===== src/rtl/mac_addr_loader.sv =====
module mac_addr_loader #(
  parameter int          ADDR_W   = 8,
  parameter logic [15:0] SIG_WORD = 16'h8129,
  parameter int          SIG_ADDR = 0,
  parameter int          MAC_BASE = 7
) (
  input  logic              clk,
  input  logic              rst_n,
  input  logic              start,
  output logic              rd_req,
  output logic [ADDR_W-1:0] rd_addr,
  input  logic              rd_done,
  input  logic [15:0]       rd_data,
  output logic [47:0]       mac_addr,
  output logic              mac_loaded,
  output logic              sig_missing,
  output logic              addr_invalid,
  output logic              seq_done
);

  localparam int MAC_WORDS = 3;

  typedef enum logic [2:0] {S_BOOT, S_IDLE, S_REQ, S_WAIT, S_CHECK, S_END} state_t;

  state_t      state;
  logic [1:0]  idx;
  logic [47:0] shadow;
  logic        shadow_ok;

  assign rd_req    = (state == S_REQ);
  assign seq_done  = (state == S_END);
  assign rd_addr   = (idx == 2'd0) ? ADDR_W'(SIG_ADDR) : ADDR_W'(MAC_BASE + int'(idx) - 1);
  assign shadow_ok = (shadow != '0) && !shadow[0];

  always_ff @(posedge clk) begin
    if (!rst_n) begin
      state        <= S_BOOT;
      idx          <= '0;
      shadow       <= '0;
      mac_addr     <= '0;
      mac_loaded   <= 1'b0;
      sig_missing  <= 1'b0;
      addr_invalid <= 1'b0;
    end else begin
      case (state)
        S_BOOT: begin
          idx   <= '0;
          state <= S_REQ;
        end
        S_IDLE: begin
          if (start) begin
            idx          <= '0;
            mac_loaded   <= 1'b0;
            sig_missing  <= 1'b0;
            addr_invalid <= 1'b0;
            state        <= S_REQ;
          end
        end
        S_REQ: state <= S_WAIT;
        S_WAIT: begin
          if (rd_done) begin
            if (idx == 2'd0) begin
              if (rd_data != SIG_WORD) begin
                sig_missing <= 1'b1;
                state       <= S_END;
              end else begin
                idx   <= 2'd1;
                state <= S_REQ;
              end
            end else begin
              shadow[(int'(idx) - 1) * 16 +: 16] <= rd_data;
              if (int'(idx) == MAC_WORDS) begin
                state <= S_CHECK;
              end else begin
                idx   <= idx + 2'd1;
                state <= S_REQ;
              end
            end
          end
        end
        S_CHECK: begin
          if (shadow_ok) begin
            mac_addr   <= shadow;
            mac_loaded <= 1'b1;
          end else begin
            addr_invalid <= 1'b1;
          end
          state <= S_END;
        end
        S_END:   state <= S_IDLE;
        default: state <= S_IDLE;
      endcase
    end
  end

  AST_SINGLE_REQ: assert property (@(posedge clk) disable iff (!rst_n)
    rd_req |=> !rd_req);

  AST_NO_REQ_AFTER_MISS: assert property (@(posedge clk) disable iff (!rst_n)
    sig_missing |-> !rd_req);

  AST_MISS_KEEPS_MAC: assert property (@(posedge clk) disable iff (!rst_n)
    $rose(sig_missing) |-> $stable(mac_addr));

  AST_COMMIT_VALID: assert property (@(posedge clk) disable iff (!rst_n)
    !$stable(mac_addr) |-> (mac_addr != '0 && !mac_addr[0] && mac_loaded));

  AST_FLAGS_EXCL: assert property (@(posedge clk) disable iff (!rst_n)
    $onehot0({mac_loaded, sig_missing, addr_invalid}));

  AST_DONE_PULSE: assert property (@(posedge clk) disable iff (!rst_n)
    seq_done |=> !seq_done);

endmodule


===== config.mk =====
export PLATFORM = sky130hd
export DESIGN_NAME = mac_addr_loader
export DESIGN_NICKNAME = d
export VERILOG_FILES = /design/src/rtl/mac_addr_loader.sv
export SDC_FILE = /design/constraint.sdc
export NUM_CORES = 1
export LEC_CHECK = 0
export CORE_AREA = 8 8 121 123
export CTS_BUF_LIST = sky130_fd_sc_hd__clkbuf_8
export DETAILED_ROUTE_END_ITERATION = 16
export DIE_AREA = 0 0 129 131
export HOLD_SLACK_MARGIN = 0.08
export PLACE_DENSITY_LB_ADDON = 0.12
export SYNTH_ARGS = -nofsm -noshare
export SYNTH_HDL_FRONTEND = slang
export SYNTH_SLANG_ARGS = --single-unit

===== constraint.sdc =====
create_clock -name clk -period 5.6 [get_ports clk]
set_clock_uncertainty 0.15 [all_clocks]
set_input_delay 0.56 -clock clk [delete_from_list [all_inputs] [get_ports clk]]
set_output_delay 0.56 -clock clk [all_outputs]
set_load 0.01 [all_outputs]

==> impl_metrics.yaml <==
yosys:
  syn-instance-count: 479
  synth_top_family_by_area: "simple AND/OR/NAND/NOR gates"
  synth.distinct_cells: 41
  synth_area_mm2: 0.004369
  syn-mean-instance-area_um2: 9.121
  synth.top_cell.area_share_pct: 47.65
  synth-edff-count: 0
  yosys_warnings: 0
  synth_compound_area_share_pct: 20.53
  ys_ff_latch: 104
  async_reset_ff_share_pct: 0
  synthFlopType: "dfxtp_1"
  synthSimpleGateAreaFrac_pct: 22.85
  synth_most_common_cell: "dfxtp_1"
  yosysTopAreaCell: "dfxtp_1"
  synthAdderAreaFrac_pct: 1.718
  synth_xor_area_share_pct: 0.3723
  synth_commonest_cells: "dfxtp_1, nand2_1, nand3_1, o2bb2ai_1, a21boi_0"
  yosys-top-cells-area: "dfxtp_1, o2bb2ai_1, nand2_1"
  synthMuxAreaShare_pct: 0.6873
  seq_area_frac_synth_pct: 47.65
grt:
  met2_usage_pct: 24.51
  grt-ovfl-total: 0
  grt_pass1_vias: 3580
  grt_pass1_wl_um: 19980
  grt_max_degree: 106
  grt_use_met1_pct: 19.53
  grt_antenna_before_repair: 0
  grt_usage_pct: 15.36
  busiest_layer: "met2"
  met3_usage_pct: 3.937
detailed_routing:
  ant_nets: 0
  initialDrtViolationCount: 202
  via_per_inst: 5.099
  dr_total_vias: 3620
  first_pass_iters: 4
  wirelength_um: 12530
  wl_per_cell_um: 17.65
  drc_errors: 0
critical_path:
  worstPathMaxFanout: 10
  cp_slowest_stage_delay_ps: 550
  crit_path_top_delay_cell: "clkdlybuf4s50_1"
  endpoint_kind: "output port"
  path_cells: "inv_1, ha_1, nor2_1, clkdlybuf4s50_1"
  critPathArrivalTime_ps: 2080
  crit_required_ps: 4890
  worstSetupStartpointType: "register"
  worstSetupPathType: "register to output port"
place:
  port_buffers: 76
  pre_cts_slack_ps: 2582
  gp_congestion: 0.7715
  dpl.hpwl_um: 8742
cts:
  cts-buffers-inserted: 9
  ctsHoldBuffers: 0
  cts_root_buf: "clkbuf_8"
  cts_resized: 0
  cts.sinks: 104
  clkTransAtPathRegs_ps: 90
  cts_tree: "built"
  h-tree-depth: 3
  post_cts_buffers: 0
  clockBufferDepth: 2
  worstSkewPairLatency_ps: 380
status:
  status: "finished, final reports clean"
timing:
  worst_slew_pin_slew_ps: 1102
  rsz0062_at_grt: "false"
  setup_violations: 0
  period_needed_ps: 2787
  worst_slack_ps: 2813
  hold_violations: 0
  tns_ps: 0
  post-route-period-util_pct: 49.78
  relSlewSlack_pct: 26.23
  fmax_mhz: 358.8
  maxSlewViolCount: 0
power:
  leakage_nw: 1.727
  p_per_area_mw_per_mm2: 246.9
  ir_drop_uv: 90.19
final_layout:
  multi_input_area_mm2: 0.002062
  seq_area_mm2: 0.002082
  final_nets: 555
  nFillCells: 1294
  drive_above_1_share_pct: 5.618
  area_growth_pct: 23.22
  antenna_cells: 0
  utilization_pct: 41.82
floorplan:
  coreArea_mm2: 0.01287
  rows: 42
  die_area_mm2: 0.01690
  boundaryPins: 81
  start_util_pct: 33.94
  die_x_um: 129
  die_y_um: 131
min_path:
  hold_path.class: "register to register"
run:
  maxCapViolCount: 0
-- final timing paths --
path | startpoint | endpoint | slack [ps] | cells past startpoint
setup / recovery | idx[0] | rd_addr[0] | 2810 | 4
hold / removal | mac_addr[0] | mac_addr[0] | 290 | 2
setup reg to reg | idx[0] | shadow[37] | 2850 | 6
hold reg to reg | mac_addr[0] | mac_addr[0] | 290 | 2
-- flip-flops by register name, summed over array words and instances (netlist names) --
name and cells:
mac_addr 48, shadow 48, state 3, idx 2
addr_invalid 1, mac_loaded 1, sig_missing 1
-- where the power goes --
part | switching, W | internal (W) | total [W]
Combinational | 0.0000411 | 0.0000329 | 0.0000740
Sequential | 0.00000562 | 0.000742 | 0.000748
Clock | 0.000259 | 0.000249 | 0.000507
Total | 0.000305 | 0.00102 | 0.00133
-- through the flow --
stage                     power [W]  hold slack (ps)  cells  instance area, µm²
after floorplan           0.0008047            293.7    482                4380
after global placement    0.0008385            270.2    694                5172
after detailed placement  0.0008390            272.2    694                5172
after CTS                  0.001344            287.5    710                5384
after global routing       0.001384            314.6    710                5384
final                      0.001329            285.6    710                5384
-- routing by layer --
| layer | up-vias | routed length, µm | share of wire [%] |
|---|---|---|---|
| met5 | - | 0 | 0 |
| met4 | 0 | 123 | 0.98 |
| met3 | 12 | 765 | 6.1 |
| met2 | 96 | 5707 | 46 |
| met1 | 1722 | 5934 | 47 |
| li1 | 1790 | - | - |
-- worst max-delay path: cells and delay by family (launching register included) --
kind          cells  cell delay, ps
flops             1             470
simple gates      1             140
buf+inv           2             720
fa+ha+maj         1             370
-- logic make-up (layout without fill, tap and decap cells) --
group,count (synthesis),in the layout
xor gates and xnor gates,1,1
buffers and inverters,51,103
adders and majority gates,6,6
muxes,3,3
AOI/OAI and AO/OA,114,114
and+or+nand+nor,199,199
DFF,104,104
other,1,4
-- layout by cell type (no fill, tap or decap), drive strengths merged, types with 7 or more instances in the layout --
cell,netlist,final
clkbuf,15,9
nor4,14,14
dfxtp,104,104
nand2,102,102
o2bb2ai,47,47
and3,7,7
nand3,52,52
a21boi,49,49
inv,8,9
clkdlybuf4s50,0,75
-- area by class of cell --
type                       instances  share of cell area (%)
clock buffer                       9                   2.301
clock inverter                     7                   1.627
inverter                           8                  0.5578
multi-input combinational        327                   38.30
sequential                       104                   38.67
tap                              176                   4.090
timing repair buffer              79                   14.46
No activity file was read; power rests on OpenSTA's default activity.
